## config.mk

```make
export PLATFORM = sky130hd
export DESIGN_NAME = cjmp_check
export DESIGN_NICKNAME = d
export VERILOG_FILES = /design/src/rtl/cjmp_pkg.sv /design/src/rtl/cjmp_target.sv /design/src/rtl/cjmp_bounds.sv /design/src/rtl/cjmp_prio.sv /design/src/rtl/cjmp_check.sv
export SDC_FILE = /design/constraint.sdc
export NUM_CORES = 1
export LEC_CHECK = 0
export ABC_AREA = 1
export BUFFER_PORTS_ARGS = -buffer_cell sky130_fd_sc_hd__buf_2
export CORE_ASPECT_RATIO = 1.75
export CORE_MARGIN = 10
export CORE_UTILIZATION = 54
export DETAILED_ROUTE_END_ITERATION = 10
export MAX_ROUTING_LAYER = met4
export PLACE_DENSITY = 0.83
export SLEW_MARGIN = 20
export SYNTH_ARGS = -nofsm -noshare
export SYNTH_HDL_FRONTEND = slang
export SYNTH_SLANG_ARGS = --single-unit
```

## constraint.sdc

```tcl
create_clock -name vclk -period 6.8
set_clock_uncertainty 0.15 [all_clocks]
set_input_delay 1.02 -clock vclk [all_inputs]
set_output_delay 1.02 -clock vclk [all_outputs]
set_load 0.1 [all_outputs]
```

## src/rtl/cjmp_pkg.sv

```systemverilog
package cjmp_pkg;
  localparam int CAUSE_W = 3;
  localparam int KIND_W  = 2;

  typedef enum logic [CAUSE_W-1:0] {
    CAUSE_NONE = 3'd0,
    CAUSE_TAG  = 3'd1,
    CAUSE_SEAL = 3'd2,
    CAUSE_PERM = 3'd3,
    CAUSE_LEN  = 3'd4
  } cause_e;

  localparam logic [KIND_W-1:0] KIND_NONE = 2'd0;
  localparam logic [KIND_W-1:0] KIND_JUMP = 2'd1;

  // fault vector index = priority (0 highest); cause code = index + 1
  localparam int N_CHECKS = 4;
  localparam int IDX_TAG  = 0;
  localparam int IDX_SEAL = 1;
  localparam int IDX_PERM = 2;
  localparam int IDX_LEN  = 3;
endpackage

```

## src/rtl/cjmp_target.sv

```systemverilog
module cjmp_target #(
  parameter int XLEN  = 32,
  parameter int IMM_W = 12
) (
  input  logic [XLEN-1:0]  src_addr,
  input  logic [IMM_W-1:0] imm,
  input  logic             src_sealed,
  output logic [XLEN-1:0]  tgt_addr,
  output logic             tgt_sealed,
  output logic             imm_nz
);
  logic [XLEN-1:0] offset;
  logic [XLEN-1:0] moved;
  logic [XLEN-1:0] chosen;

  always_comb begin
    imm_nz     = |imm;
    offset     = XLEN'($signed(imm));
    moved      = src_addr + offset;
    chosen     = imm_nz ? moved : src_addr;
    tgt_addr   = {chosen[XLEN-1:1], 1'b0};
    tgt_sealed = src_sealed & imm_nz;
  end

  // zero immediate keeps the address and unseals
  always_comb begin
    if (!(|imm)) begin
      a_r1_zero_imm_unseal: assert (tgt_addr[XLEN-1:1] == src_addr[XLEN-1:1] && !tgt_sealed);
    end
  end
endmodule

```

## src/rtl/cjmp_bounds.sv

```systemverilog
module cjmp_bounds #(
  parameter int XLEN  = 32,
  parameter int LEN_W = 3
) (
  input  logic [XLEN-1:0]  tgt_addr,
  input  logic [XLEN-1:0]  base,
  input  logic [XLEN:0]    top,
  input  logic [LEN_W-1:0] min_len,
  output logic             out_of_bounds
);
  localparam int WIDE = XLEN + 1;

  logic [WIDE-1:0] end_addr;
  logic            below;
  logic            above;

  always_comb begin
    end_addr      = {1'b0, tgt_addr} + WIDE'(min_len);
    below         = tgt_addr < base;
    above         = end_addr > top;
    out_of_bounds = below | above;
  end
endmodule

```

## src/rtl/cjmp_prio.sv

```systemverilog
module cjmp_prio #(
  parameter int N  = 4,
  parameter int CW = 3
) (
  input  logic [N-1:0]  fault,
  output logic [N-1:0]  grant,
  output logic [CW-1:0] code
);
  for (genvar i = 0; i < N; i++) begin : g_grant
    if (i == 0) begin : g_first
      assign grant[i] = fault[i];
    end else begin : g_rest
      assign grant[i] = fault[i] & ~(|fault[i-1:0]);
    end
  end

  always_comb begin
    code = '0;
    for (int i = 0; i < N; i++) begin
      if (grant[i]) code = CW'(i + 1);
    end
  end

  // at most one check is reported
  always_comb begin
    a_r10_single_grant: assert ($onehot0(grant));
  end
endmodule

```

## src/rtl/cjmp_check.sv

```systemverilog
module cjmp_check
  import cjmp_pkg::*;
#(
  parameter int XLEN     = 32,
  parameter int IMM_W    = 12,
  parameter int LEN_W    = 3,
  parameter int LINK_INC = 4
) (
  input  logic               src_tag,
  input  logic               src_sealed,
  input  logic               src_exec,
  input  logic [XLEN-1:0]    src_addr,
  input  logic [XLEN-1:0]    src_base,
  input  logic [XLEN:0]      src_top,
  input  logic [IMM_W-1:0]   jmp_imm,
  input  logic [XLEN-1:0]    cur_pc,
  input  logic [LEN_W-1:0]   min_len,
  output logic [XLEN-1:0]    tgt_addr,
  output logic               tgt_sealed,
  output logic [XLEN-1:0]    link_addr,
  output logic               link_sealed,
  output logic               exc_valid,
  output logic [CAUSE_W-1:0] exc_cause,
  output logic [KIND_W-1:0]  exc_kind
);
  logic                imm_nz;
  logic                oob;
  logic [N_CHECKS-1:0] fault;
  logic [N_CHECKS-1:0] grant;

  cjmp_target #(.XLEN(XLEN), .IMM_W(IMM_W)) u_target (
    .src_addr  (src_addr),
    .imm       (jmp_imm),
    .src_sealed(src_sealed),
    .tgt_addr  (tgt_addr),
    .tgt_sealed(tgt_sealed),
    .imm_nz    (imm_nz)
  );

  cjmp_bounds #(.XLEN(XLEN), .LEN_W(LEN_W)) u_bounds (
    .tgt_addr     (tgt_addr),
    .base         (src_base),
    .top          (src_top),
    .min_len      (min_len),
    .out_of_bounds(oob)
  );

  always_comb begin
    fault           = '0;
    fault[IDX_TAG]  = ~src_tag;
    fault[IDX_SEAL] = src_sealed & imm_nz;
    fault[IDX_PERM] = ~src_exec;
    fault[IDX_LEN]  = oob;
  end

  cjmp_prio #(.N(N_CHECKS), .CW(CAUSE_W)) u_prio (
    .fault(fault),
    .grant(grant),
    .code (exc_cause)
  );

  always_comb begin
    exc_valid   = |fault;
    exc_kind    = exc_valid ? KIND_JUMP : KIND_NONE;
    link_addr   = cur_pc + XLEN'(LINK_INC);
    link_sealed = 1'b1;
  end

  // exception flag agrees with the encoded cause
  always_comb begin
    a_r9_valid_matches_cause: assert (exc_valid == (exc_cause != CAUSE_NONE));
  end
  // a clear tag always wins
  always_comb begin
    if (!src_tag) begin
      a_r5_tag_first: assert (exc_cause == CAUSE_TAG);
    end
  end
  // a seal cause needs a sealed source and an offset
  always_comb begin
    if (exc_cause == CAUSE_SEAL) begin
      a_r6_seal_needs_offset: assert (src_sealed && (jmp_imm != '0) && src_tag);
    end
  end
  // a length cause only when the earlier checks pass
  always_comb begin
    if (exc_cause == CAUSE_LEN) begin
      a_r8_len_last: assert (src_tag && src_exec && !tgt_sealed);
    end
  end
endmodule

```

Word level (Yosys, flattened, before mapping)
Index checks and enable logic that the tools add are counted.
- $add $sub $neg: 3
- $lt $le $gt $ge: 2
- muxes and demuxes: 6
- bitwise gates (word level): 9
- reductions and logical operators: 4
- operators with widths (cell ; number):
    $add A32 B3 Y33 ; 1
    $gt A33 B33 Y1 ; 1
    $add A32 B3 Y32 const B ; 1
    $add A32 B32 Y32 ; 1
    $lt A32 B32 Y1 ; 1
    $mux W32 ; 1
    $reduce_or A12 Y1 ; 1
    $mux W3 ; 3
    $and A1 B1 Y1 ; 4
    $not A1 Y1 ; 4
    $reduce_or A4 Y1 ; 1
    $reduce_or A3 Y1 ; 1
    $mux W1 ; 2
    $reduce_or A2 Y1 ; 1
    $or A1 B1 Y1 ; 1
- flip-flop bits (word level): 0
- bits of input ports: 147
- output and inout port bits: 72
- word-level logic and storage cells: 24

Logic depth before layout (Yosys ltp)
- depth in word-level cells: 7
- mapped depth: 32
- gate-level depth less buffers: 30

By module
Synthesis repeated with hierarchy kept, for this count alone.
- cell total of the unflattened synthesis: 1224
- area, all modules: 6502.5 um^2
- by module, submodules not included (module ; times used ; cells an instance ; area each (um^2) ; seq. area each (um^2)):
    cjmp_target ; 1 ; 575 ; 2880.3 ; 0.0
    cjmp_bounds ; 1 ; 451 ; 2661.3 ; 0.0
    cjmp_check ; 1 ; 184 ; 899.6 ; 0.0
    cjmp_prio ; 1 ; 14 ; 61.3 ; 0.0

Worst setup path before layout
No wires, ideal clock.
- path kind: input to output
- start: input port jmp_imm[5]
- end: output port exc_cause[2]
- arrival time: 8.597 ns
- data required time: 5.630 ns
- path slack: -2.967 ns
- stages on the path: 28
- path buffers: 3
- path through: nor4_2 -> nand2_2 -> buf_6 -> buf_6 -> buf_2 -> o21ai_0 -> inv_1 -> fa_1 -> inv_1 -> nand3_1 -> nor2_2 -> nand3_1 -> inv_1 -> nand3_1 -> nor2_2 -> nand3_1 -> nand2_1 -> nand2_1 -> ha_1 -> nand2_1 -> inv_1 -> nand3_1 -> nor4_1 -> and2_1 -> nand3_1 -> o211ai_1 -> nand2_1 -> a21oi_1
- cells in the longest elaborated chain, start to end: 7
- elaborated cells on any way between the ends: 16
- those cells by class: 2 x add/sub; 2 x order compare; 3 x mux; 6 x bitwise; 3 x reduce/logical
- RTL lines (element ; line ; RTL):
    start: declaration ; cjmp_check.sv:15 ; input logic [IMM_W-1:0] jmp_imm,
    $reduce_or A12 Y1 (*) ; - ;
    $mux W32 (*) ; cjmp_target.sv:20 ; chosen = imm_nz ? moved : src_addr;
    net tgt_addr[2] ; cjmp_check.sv:18 ; output logic [XLEN-1:0] tgt_addr,
    $add A32 B3 Y33 ; cjmp_bounds.sv:18 ; end_addr = {1'b0, tgt_addr} + WIDE'(min_len);
    $gt A33 B33 Y1 ; cjmp_bounds.sv:20 ; above = end_addr > top;
    $or A1 B1 Y1 (*) ; cjmp_bounds.sv:21 ; out_of_bounds = below | above;
    $and A1 B1 Y1 (*) ; cjmp_prio.sv:13 ; assign grant[i] = fault[i] & ~(|fault[i-1:0]);
    $mux W3 (*) ; cjmp_prio.sv:20 ; if (grant[i]) code = CW'(i + 1);
    end: declaration ; cjmp_check.sv:23 ; output logic [CAUSE_W-1:0] exc_cause,
The timed path passes the listed nets; every way through them passes the cells marked *.

Worst setup path after layout
- start: input port jmp_imm[11]
- end: output port exc_valid
- cells in the longest elaborated chain, start to end: 6
- elaborated cells on any way between the ends: 9
- those cells by class: 2 x add/sub; 2 x order compare; 1 x mux; 2 x bitwise; 2 x reduce/logical
- RTL lines (element ; line ; RTL):
    $add A32 B32 Y32 / $reduce_or A12 Y1 (equally long branches) ; - ;
    $mux W32 ; cjmp_target.sv:20 ;
    $add A32 B3 Y33 ; cjmp_bounds.sv:18 ;
    $gt A33 B33 Y1 ; cjmp_bounds.sv:20 ;
    $or A1 B1 Y1 ; cjmp_bounds.sv:21 ;
    $reduce_or A4 Y1 (*) ; cjmp_check.sv:63 ; exc_valid = |fault;
    end: declaration ; cjmp_check.sv:22 ; output logic exc_valid,
Mark *: on every way between the ends. The rest lies on a longest branch, timed or not.

==> key figures <==
Timing
  – Count of endpoints failing setup in the final report: 0
  – Relative slew slack: 53.93%
  – Worst-margin pin slew: 685.8 ps
  – Final Cycle Share: 95.21%
  – Final hold viol count: 0
  – Max Slew Vio Count: 0
  – Setup repair after global routing missed its margin: no
  – Highest Clock Rate: 154.5 MHz
  – Minimum period implied by the final worst setup slack: 6474 ps

Yosys
  – Largest cells by area after synthesis: sky130_fd_sc_hd__nand2_1, sky130_fd_sc_hd__ha_1, sky130_fd_sc_hd__inv_1
  – Synthesized area: 0.006377 mm²
  – Mapped Cells: 1194
  – Synthesized area divided by synthesized cell count: 5.341 µm²
  – Post-synthesis cell type with the largest combined area: sky130_fd_sc_hd__nand2_1
  – Most numerous cell types in the synthesized netlist: sky130_fd_sc_hd__nand2_1, sky130_fd_sc_hd__inv_1, sky130_fd_sc_hd__ha_1
  – Sequential-to-total area share from yosys stat: 0%
  – Leading cell type by number of instances after synthesis: sky130_fd_sc_hd__nand2_1
  – Proportion of netlist area held by the largest area contributor: 22.25%
  – Distinct cell type count after synthesis: 45
  – Synthesis warning total: 0

GRT
  – Total routing usage reported by global routing: 25.74%
  – Remaining global-route overflow: 0
  – Pin count of the biggest net entering global routing: 37
  – Met1 usage in global routing: 23.68%
  – Met3 GRT Util: 2.272%
  – Busiest layer in global routing: met2
  – Met2 Use GR: 50.81%
  – Global-route wire length before repair: 34.65 mm
  – Via count of the first global-routing pass: 7757
  – Antenna violations before repair: 1

Detailed routing
  – Number of vias in the routed layout: 7882
  – Count of antenna-violating nets left after detailed routing: 0
  – Drt via density: 5.122
  – Routed wire length: 22.01 mm
  – Number of remaining DRC errors: 0
  – First DRT Iteration DRCs: 328
  – Average routed wire per standard cell: 14.30 µm
  – First-pass iteration count of the detailed router: 5

Worst setup path
  – Worst Setup Start Kind: input pin
  – Slowest stage cell, crit path: sky130_fd_sc_hd__fa_2
  – Data arrival time of the critical path: 5300 ps
  – Worst setup path class: input pin to output port
  – Worst stage delay on the critical path: 370 ps
  – Cell depth of the worst setup path: 30
  – Start point of the critical path: jmp_imm[11]
  – Crit path top cell by count: sky130_fd_sc_hd__nand2_1
  – Worst setup path endpoint: exc_valid
  – Delay-heaviest family, CP: simple AND/OR/NAND/NOR gates
  – Crit Path Max Fanout: 13
  – Required time of the critical path: 5630 ps
  – CP Buf/Inv Count: 7
  – Kind of end point of the critical path: output port

Power
  – Total power: 1.102 mW
  – Power Density: 142.5 mW/mm²
  – Net switching power figure: 0.8186 mW
  – Internal power contribution: 0.2833 mW
  – Switching part of the total power: 74.29%
  – Comb power frac: 100.0%
  – Leakage power: 4.881 nW
  – Register share of total power: 0%
  – Peak supply drop: 0.1986 mV
  – Clock group share of total power: 0%

Finish
  – Seq cells: 0
  – Fraction of layout instances using a drive strength above 1: 23.02%
  – Net count of the finished layout: 1651
  – Storage element area: 0 µm²
  – Layout Utilization: 66.76%
  – Clock buffer count in the final layout: 0
  – P&R area growth vs syn: 21.23%

Placement
  – Global placer's final weighted congestion: 1.001
  – Detailed placement HPWL: 20.00 mm
  – Buffers on Ports: 212

Job
  – MaxCap Viol Count: 0

Die
  – Std-Cell Core Area: 0.01158 mm²
  – DIE AREA: 0.01673 mm²
  – Floorplan die height: 163.8 µm
  – Site Rows: 52
  – Initial core utilization: 55.07%
  – DIE WIDTH: 102.2 µm
  – I/O pins: 219

Run status
  – Run status: completed

Min path
  – Min-delay worst type: input pin to output port
==> cell type report <==
cell class | count | area [µm²]
inverters | 285 | 1070
multi-input cells | 898 | 5318
fillers | 1190 | 3850
well taps | 135 | 168.9
diodes | 1 | 2.502
repair buffers | 220 | 1172
==> power by group through the flow <==
| stage | sequential, mW | clock [mW] | combinational, mW |
|---|---|---|---|
| detailed placement | 0 | 0 | 1.10 |
| global route | 0 | 0.0000000197 | 1.20 |
| floorplan | 0 | 0 | 0.856 |
| finish | 0 | 0.0000000197 | 1.10 |
| global placement | 0 | 0 | 1.08 |
| CTS | 0 | 0 | 1.10 |
==> metal layers <==
metal  share of wire, %  vias up
met5                  0        -
met4                5.8        0
met3                5.3       77
met2                 53      267
met1                 35     3450
li1                   -     4088
==> layout by cell type (no fill, tap or decap), types with 7 or more instances in the layout <==
cell and count:
sky130_fd_sc_hd__inv_2 19, sky130_fd_sc_hd__nor2_4 13, sky130_fd_sc_hd__nor2_2 11, sky130_fd_sc_hd__xor2_1 35
sky130_fd_sc_hd__nand2_2 19, sky130_fd_sc_hd__o21ai_0 15, sky130_fd_sc_hd__nand4_1 20, sky130_fd_sc_hd__inv_1 266
sky130_fd_sc_hd__ha_1 97, sky130_fd_sc_hd__buf_4 7, sky130_fd_sc_hd__xnor2_1 14, sky130_fd_sc_hd__a21oi_1 47
sky130_fd_sc_hd__or2_2 14, sky130_fd_sc_hd__nand3_1 66, sky130_fd_sc_hd__nor3_1 20, sky130_fd_sc_hd__buf_2 208
sky130_fd_sc_hd__nand3_2 8, sky130_fd_sc_hd__nor2_1 79, sky130_fd_sc_hd__nand2_1 378, sky130_fd_sc_hd__nand3b_1 9
==> how the worst min path moves through the flow <==
| stage | startpoint | to | slack, ps | cells after the start |
|---|---|---|---|---|
| CTS | cur_pc[1] | link_addr[1] | 1890 | 0 |
| floorplan | cur_pc[0] | link_addr[0] | 2100 | 1 |
| global placement | cur_pc[1] | link_addr[1] | 1890 | 0 |
| detailed placement | cur_pc[1] | link_addr[1] | 1890 | 0 |
| global route | cur_pc[0] | link_addr[0] | 1890 | 0 |
| finish | cur_pc[1] | link_addr[1] | 1890 | 0 |
==> metrics by stage <==
step	setup TNS (ps)	instance area [µm²]	hold slack, ps	instances	worst slack (ps)
CTS	0	7684	1891	1534	177.5
finish	0	7731	1890	1539	325.9
detailed placement	0	7684	1891	1534	182.9
global route	0	7731	1890	1539	0.9979
global placement	0	7684	1891	1534	291.9
floorplan	-845.7	6501	2102	1195	-420.3
==> repair_timing <==
action,CTS,global route
setup buffers,0,3
setup endpoints to repair,0,3
gates resized for setup,0,5
hold buffers,0,0
==> cells by family (layout without fill, tap and decap cells) <==
family	Yosys count	in the layout	synth area share (%)
AOI/OAI and AO/OA	88	88	8.044
xor gates and xnor gates	50	50	6.985
adders and majority gates	99	99	19.66
buffers and inverters	298	505	18.52
other	2	4	0.1178
and+or+nand+nor	657	658	46.67
Power figures use the tool's default switching activity.
